**config.mk**
```make
export PLATFORM = sky130hd
export DESIGN_NAME = vlen_set_unit
export DESIGN_NICKNAME = d
export VERILOG_FILES = /design/src/rtl/vls_pkg.sv /design/src/rtl/vls_sat.sv /design/src/rtl/vls_src_sel.sv /design/src/rtl/vls_clamp.sv /design/src/rtl/vlen_set_unit.sv
export SDC_FILE = /design/constraint.sdc
export NUM_CORES = 1
export LEC_CHECK = 0
export ABC_AREA = 1
export BUFFER_PORTS_ARGS = -buffer_cell sky130_fd_sc_hd__buf_2
export CORE_AREA = 2 2 112 114
export DETAILED_ROUTE_END_ITERATION = 10
export DIE_AREA = 0 0 114 116
export MAX_ROUTING_LAYER = met4
export PLACE_DENSITY = 0.65
export SLEW_MARGIN = 20
export SYNTH_ARGS = -nofsm -noshare
export SYNTH_HDL_FRONTEND = slang
export SYNTH_SLANG_ARGS = --single-unit
```
**constraint.sdc**
```tcl
create_clock -name clk -period 3.66 [get_ports clk]
set_clock_uncertainty 0.2 [all_clocks]
set_input_delay 0.366 -clock clk [delete_from_list [all_inputs] [get_ports clk]]
set_output_delay 0.366 -clock clk [all_outputs]
set_load 0.005 [all_outputs]
```
**src/rtl/vls_pkg.sv**
```systemverilog
package vls_pkg;
  // Condition result, most significant bit first
  typedef struct packed {
    logic lt;
    logic gt;
    logic eq;
    logic so;
  } vls_cr_t;
endpackage

```
**src/rtl/vls_sat.sv**
```systemverilog
// Saturate a wide unsigned value to LW bits, flagging the saturation
module vls_sat #(
  parameter int XLEN = 64,
  parameter int LW   = 7
) (
  input  logic [XLEN-1:0] din,
  output logic [LW-1:0]   dout,
  output logic            sat
);
  always_comb begin
    sat  = |din[XLEN-1:LW];
    dout = sat ? {LW{1'b1}} : din[LW-1:0];
  end
endmodule

```
**src/rtl/vls_src_sel.sv**
```systemverilog
// Picks the raw length from the immediate, the source register or the count
module vls_src_sel #(
  parameter int XLEN = 64,
  parameter int LW   = 7,
  parameter int AW   = 5
) (
  input  logic            set_len,
  input  logic [AW-1:0]   rt_idx,
  input  logic [AW-1:0]   ra_idx,
  input  logic [LW-1:0]   imm_eff,
  input  logic [XLEN-1:0] ra_val,
  input  logic [XLEN-1:0] cnt_val,
  input  logic [LW-1:0]   cur_len,
  output logic [LW-1:0]   len_raw,
  output logic            sat_ov
);
  localparam int NSRC = 2;

  logic [XLEN-1:0] wide_in  [NSRC];
  logic [LW-1:0]   narrow   [NSRC];
  logic [NSRC-1:0] sat_flag;

  assign wide_in[0] = ra_val;
  assign wide_in[1] = cnt_val;

  // The two register-sourced paths share one saturating stage shape
  for (genvar g = 0; g < NSRC; g++) begin : g_sat
    vls_sat #(.XLEN(XLEN), .LW(LW)) u_sat (
      .din  (wide_in[g]),
      .dout (narrow[g]),
      .sat  (sat_flag[g])
    );
  end

  logic ra_nz, rt_nz;
  assign ra_nz = |ra_idx;
  assign rt_nz = |rt_idx;

  always_comb begin
    len_raw = cur_len;
    sat_ov  = 1'b0;
    if (set_len) begin
      if (ra_nz) begin
        len_raw = narrow[0];
        sat_ov  = sat_flag[0];
      end else if (!rt_nz) begin
        len_raw = imm_eff;
      end else begin
        len_raw = narrow[1];
        sat_ov  = sat_flag[1];
      end
    end
  end
endmodule

```
**src/rtl/vls_clamp.sv**
```systemverilog
// Bounds the length by the maximum
module vls_clamp #(
  parameter int LW = 7
) (
  input  logic [LW-1:0] len_raw,
  input  logic [LW-1:0] max_len,
  output logic [LW-1:0] len_out,
  output logic          clamp_ov
);
  always_comb begin
    clamp_ov = len_raw > max_len;
    len_out  = clamp_ov ? max_len : len_raw;
  end
endmodule

```
**src/rtl/vlen_set_unit.sv**
```systemverilog
module vlen_set_unit #(
  parameter int          XLEN        = 64,
  parameter int          LW          = 7,
  parameter int          AW          = 5,
  parameter logic [63:0] RESET_STATE = '0
) (
  input  logic            clk,
  input  logic            rst,
  input  logic            valid,
  input  logic [AW-1:0]   rt_idx,
  input  logic [AW-1:0]   ra_idx,
  input  logic [LW-1:0]   imm,
  input  logic            set_max,
  input  logic            set_len,
  input  logic            vfirst_in,
  input  logic            rc,
  input  logic [XLEN-1:0] ra_val,
  input  logic [XLEN-1:0] cnt_val,
  output logic [XLEN-1:0] state_q,
  output logic            rt_we,
  output logic [AW-1:0]   rt_addr,
  output logic [XLEN-1:0] rt_data,
  output logic            cr_valid,
  output logic [3:0]      cr_field
);
  import vls_pkg::*;

  // Field placement: bit 0 of the big-endian view is bit XLEN-1 here
  localparam int MAX_HI  = XLEN - 1;
  localparam int MAX_LO  = XLEN - LW;
  localparam int LEN_HI  = MAX_LO - 1;
  localparam int LEN_LO  = XLEN - 2 * LW;
  localparam int VF_BIT  = 0;
  localparam int PST_BIT = 1;

  logic [LW-1:0] imm_eff, max_new, len_raw, len_fin;
  logic          sat_ov, clamp_ov, ovf;
  logic [XLEN-1:0] state_nxt;
  vls_cr_t       cr_nxt;

  assign imm_eff = imm + LW'(1);
  assign max_new = set_max ? imm_eff : state_q[MAX_HI:MAX_LO];

  vls_src_sel #(.XLEN(XLEN), .LW(LW), .AW(AW)) u_src (
    .set_len (set_len),
    .rt_idx  (rt_idx),
    .ra_idx  (ra_idx),
    .imm_eff (imm_eff),
    .ra_val  (ra_val),
    .cnt_val (cnt_val),
    .cur_len (state_q[LEN_HI:LEN_LO]),
    .len_raw (len_raw),
    .sat_ov  (sat_ov)
  );

  vls_clamp #(.LW(LW)) u_clamp (
    .len_raw  (len_raw),
    .max_len  (max_new),
    .len_out  (len_fin),
    .clamp_ov (clamp_ov)
  );

  assign ovf = sat_ov | clamp_ov;

  always_comb begin
    state_nxt                = state_q;
    state_nxt[MAX_HI:MAX_LO] = max_new;
    state_nxt[LEN_HI:LEN_LO] = len_fin;
    if (set_max) begin
      state_nxt[VF_BIT]  = vfirst_in;
      state_nxt[PST_BIT] = 1'b0;
    end
    cr_nxt.lt = 1'b0;
    cr_nxt.gt = |len_fin;
    cr_nxt.eq = ~|len_fin;
    cr_nxt.so = ovf;
  end

  always_ff @(posedge clk) begin
    if (rst) begin
      state_q  <= RESET_STATE[XLEN-1:0];
      rt_we    <= 1'b0;
      rt_addr  <= '0;
      rt_data  <= '0;
      cr_valid <= 1'b0;
      cr_field <= '0;
    end else begin
      rt_we    <= valid && (|rt_idx);
      cr_valid <= valid && rc;
      if (valid) begin
        state_q  <= state_nxt;
        rt_addr  <= rt_idx;
        rt_data  <= {{(XLEN-LW){1'b0}}, len_fin};
        cr_field <= cr_nxt;
      end
    end
  end
endmodule

```
# Word-level counts from Yosys, hierarchy flattened
# Index checks and enable logic that the tools add are counted.
[classes]
n_addsub = 1
n_lt_le_gt_ge = 1
n_mux = 10
n_bitwise = 1
reduce_logical = 9
[ops]
columns = ["operator", "n"]
rows = [
  ["OR reduction 57 bit", 2],
  ["two-way mux 7 bit", 7],
  ["OR reduction 5 bit", 2],
  ["adder 7 x 1 -> 7 bit, second input constant", 1],
  ["greater-than comparator 7 bit", 1],
  ["OR reduction 7 bit", 1],
  ["two-way mux 1 bit", 3],
  ["logical AND 1 bit", 2],
  ["AND reduction 2 bit", 1],
  ["logical NOT 1 bit", 1],
  ["OR 1 bit", 1],
]
[word_totals]
register_bits = 32
inputBits = 152
output_inout_bits = 139
word_cells = 29

# Logic depth before layout (Yosys ltp)
[logic_depth]
ltp_word = 9
ltp_mapped = 27
ltp_nobuf = 27

# Cells and area by module
# A second synthesis with hierarchy kept.
[hier_totals]
hier_cells = 542
area_unflattened_um2 = 3283.1
[modules_own_cells]
columns = ["module", "instances", "cells_each", "area_each_um2", "seq_area_each_um2"]
rows = [
  ["vlen_set_unit", 1, 280, 1999.4, 500.5],
  ["vls_sat", 2, 69, 281.5, 0.0],
  ["vls_src_sel", 1, 69, 384.1, 0.0],
  ["vls_clamp", 1, 55, 336.6, 0.0],
]

# Worst setup path before layout
# Ideal clock, no wire load.
[synth_path]
path_type = "input -> register"
startpoint = "input ra_val[8]"
endpoint = "register cr_field[1]"
setup_ns = 0.131
t_arrival_ns = 2.579
t_required_ns = 3.329
path_slack_ns = 0.750
cell_stages = 24
path_buffers = 0
path_cell_list = "or2_1 nor2_1 nand2_1 nor2_4 nand2_4 o21ai_1 nand3_1 and2_1 ha_1 nand2_1 nor2_1 nand2_1 nand2_1 nand2_2 inv_1 nand2_1 nand2_1 inv_1 nand2_1 clkinv_1 nand2_2 nor2_2 nand2_1 a21oi_2"
[synth_via]
elab_chain_len = 8
[synth_rtl]
columns = ["item", "line_no", "text"]
rows = [
  ["start, declared", "vlen_set_unit.sv:17", "input logic [XLEN-1:0] ra_val,"],
  ["OR reduction 57 bit *", "vls_sat.sv:11", "sat = |din[XLEN-1:LW];"],
  ["two-way mux 7 bit *", "vls_sat.sv:12", "dout = sat ? {LW{1'b1}} : din[LW-1:0];"],
  ["two-way mux 7 bit *", "vls_src_sel.sv:43", "if (ra_nz) begin"],
  ["two-way mux 7 bit *", "vls_src_sel.sv:42", "if (set_len) begin"],
  ["greater-than comparator 7 bit", "vls_clamp.sv:11", "clamp_ov = len_raw > max_len;"],
  ["two-way mux 7 bit *", "vls_clamp.sv:12", "len_out = clamp_ov ? max_len : len_raw;"],
  ["OR reduction 7 bit *", "vlen_set_unit.sv:75", "cr_nxt.eq = ~|len_fin;"],
  ["logical NOT 1 bit *", "vlen_set_unit.sv:75", ""],
  ["end signal, assigned", "vlen_set_unit.sv:94", "cr_field <= cr_nxt;"],
  ["end, declared", "vlen_set_unit.sv:24", "output logic [3:0] cr_field"],
]
# Mark *: on every way between the ends. The rest lies on a longest branch, timed or not.
# A chain may end at the register's enable or synchronous reset.

# Worst setup path in the final report
[layout_path]
startpoint = "input ra_idx[3]"
endpoint = "register cr_field[1]"
[layout_via]
elab_chain_len = 7
[layout_rtl]
columns = ["item", "line_no", "text"]
rows = [
  ["start, declared", "vlen_set_unit.sv:11", "input logic [AW-1:0] ra_idx,"],
  ["OR reduction 5 bit *", "vls_src_sel.sv:36", "assign ra_nz = |ra_idx;"],
  ["two-way mux 7 bit *", "vls_src_sel.sv:43", ""],
  ["two-way mux 7 bit *", "vls_src_sel.sv:42", ""],
  ["greater-than comparator 7 bit", "vls_clamp.sv:11", ""],
  ["two-way mux 7 bit *", "vls_clamp.sv:12", ""],
  ["OR reduction 7 bit *", "vlen_set_unit.sv:75", ""],
  ["logical NOT 1 bit *", "vlen_set_unit.sv:75", ""],
]
# Marks and branches as above.

==> results.md <==
* Top post-synthesis cells by count: nand2_1, buf_4, nor2_1
* Final setup viols at 0
* Int Power at between 500 and 600 uW
* Sequential fraction of design power at 0.347
* Sw Ratio at 0.341
* Comb pwr share at 0.378
* Max Root-Sink Buffers at 2
* Max incr delay on CP at 0.31 ns
* Initial antenna violation count at 3
* Non-filler instance count after layout at approximately 840
* Total of max-cap violations at 0
* Critical Path End Type: flip-flop
* Mapped cell area at 3140 sq um
* Nets at ~850
* Vias in the first global route at between 2000 and 3000
* Fin crit period at just over 3 ns
* Clk pwr share at 0.275
* Hold buffers post-CTS at 0
* Routed wire length at 9.39 mm
* TritonRoute pass-1 iters at 7
* Dominant cells by area after synthesis: buf_4, dfxtp_1, nand2_1
* CTS sink cnt at 25
* Slew Limit Fails at 0
* Startpoint types: input port
* Peak supply drop at around 160 uV
* Synth warnings at 0
* Largest net degree at the start of global routing at 27
* Sequential area share after synthesis at 0.160
* Synth-to-Final Area Change at 21.9%
* Routed via count at 3235
* First-pass GRT wire length at 14.0 mm
* Setup Buffers After CTS at 0
* Final GP Congestion at 0.863
* Row cnt at 40
* Initial Utilization at 0.263
* Crit share post-route at 0.850
* Clock slew at reported path FFs at 0.07 ns
* DIE AREA at 13200 sq um
* HPWL Detailed at 8.27 mm
* Gr usage total at 0.137
* Vias per cell at 3.86
* Critical Path RT at 3.66 ns
* Crit path max-delay cell type: nand3_2
* Synth top area share at 0.275
* PortBufs at 183
* NetSw at a little over 300 uW
* Num CTS Buffers at 3
* CTS tree: built
* Crit Path Max Fanout at 16
* WL/cell at roughly 11 microns
* Ports at just under 300
* Die W at between 100 and 150 microns
* HP Class: input port to flip-flop
* Most frequent CP cell: nand2_1
* Post-synth EDFFs at 0
* Mapped Cells at 517
* Pleak at 2.23 nW
* Critical path depth at 25
* Setup TNS at 0 ns
* DRC errors left at 0
* Reg2reg path depth at 19
* Outcome: finished, final reports clean
* Setup CP Type: input port to flip-flop
* Arr. time, crit path at a little over 3 ns
* Pwr per Cell Area at 232 nW/um^2
* Total gr overflow at 0
* Initial DRC count at 162
* # placed instances at 830
* Buf+Inv Stages, Crit Path at 6
* Predominant post-synthesis flop cell: dfxtp_1
* Core area at 11900 sq um
* Avg Cell Area, Syn at 6.07 sq um
* Yosys cell types at 35
* Die Ht at 116 microns
* Fmax at roughly 0.32 GHz
* Hold path cells at 3
* Family with the most delay on the worst path: simple AND/OR/NAND/NOR gates
* RSZ-0062 raised after global routing: no
* H-tree depth at 1
* Clk_lat worst skew at 0.26 ns
* Area leader, netlist: buf_4
* Async SR Flop Fraction at 0
* CTS root buf: clkbuf_16
* Cell with the most instances after synthesis: nand2_1
* Post_cts resized at 0
* Post-route ant nets at 0
* Layout cells sized above 1 at 0.313
* Synth Register Bits at 25
* Final Util at 0.321
* Fin. Hold Viols at 0
through the flow:
step	area [sq um]	power (mW)	hold WS [ns]	setup slack, ns
4_1_cts	3810	0.895	0.122	0.526
5_1_grt	3820	0.963	0.136	0.0892
3_5_place_dp	3730	0.648	0.263	0.255
6_report	3820	0.886	0.125	0.550
2_1_floorplan	3530	0.591	0.265	0.750
3_3_place_gp	3730	0.647	0.272	0.309
per-layer routing:
layer	share of wire	wire [microns]	global-route usage
met5	0	0	-
met4	0.0036	34	0.00894
met3	0.076	717	0.0230
met2	0.48	4530	0.248
met1	0.44	4110	0.167
path summary, 6_finish.rpt:
check              start  slack, ns           to
max            ra_idx[3]       0.55  cr_field[1]
min                   rc       0.12     cr_valid
max reg2reg  state_q[51]       1.08  cr_field[1]
min reg2reg  cr_field[1]       0.28  cr_field[1]
cell families (layout without fill, tap and decap cells):
group,after synthesis,in the layout,synth area share
fa+ha+maj,8,8,0.0319
buf+inv,170,234,0.344
xor+xnor,1,1,0.00279
compound gates,52,52,0.0949
flops,25,25,0.160
other cells,1,110,0.00120
simple gates,260,260,0.366
power groups by stage:
stage          Sequential, mW  Clock [mW]  Combinational, mW
5_1_grt                 0.312       0.262              0.390
4_1_cts                 0.309       0.252              0.334
3_5_place_dp            0.315           0              0.333
3_3_place_gp            0.315           0              0.332
6_report                0.308       0.244              0.335
2_1_floorplan           0.313           0              0.277
area by class of cell:
class                           count  area, sq um
Multi-Input combinational cell    428         1960
Timing Repair Buffer              183          916
Fill cell                        1337         8090
Sequential cell                    25          500
Clock inverter                      1         7.51
Inverter                           47          176
Clock buffer                        3         75.1
Tap cell                          147          184
Antenna cell                        3         7.51
flip-flops by register name (all words and copies together) (netlist names):
name,cells
state_q,15
rt_addr,5
cr_field,3
cr_valid,1
rt_we,1
worst register-to-register path, cell delays in order (launching register included):
cell	delay, ns
dfxtp_1	0.34
or2_2	0.31
nand2_1	0.09
inv_1	0.04
ha_1	0.29
nand2_1	0.05
o21ai_0	0.15
nand2_1	0.07
nand2_1	0.11
nand2_2	0.13
inv_1	0.15
nand2_1	0.07
nand2_1	0.06
inv_1	0.04
nand2_1	0.06
clkinv_1	0.08
nand2_2	0.06
nor2_2	0.04
nand2_1	0.09
a21oi_2	0.05
cell usage in the layout (no fill, tap or decap), drive strengths merged:
master,count
conb,107
inv,45
diode,3
or2,12
a211oi,3
clkinv,2
nand2,126
buf,183
a21oi,19
o21bai,1
o21a,1
clkinvlp,1
and2,1
xor2,1
nor2,88
nor3,3
o211ai,5
clkbuf,3
a31oi,1
nand4,2
dfxtp,25
nand3b,5
o21ai,22
ha,8
nand3,23
No activity file was read; power rests on OpenSTA's default activity.
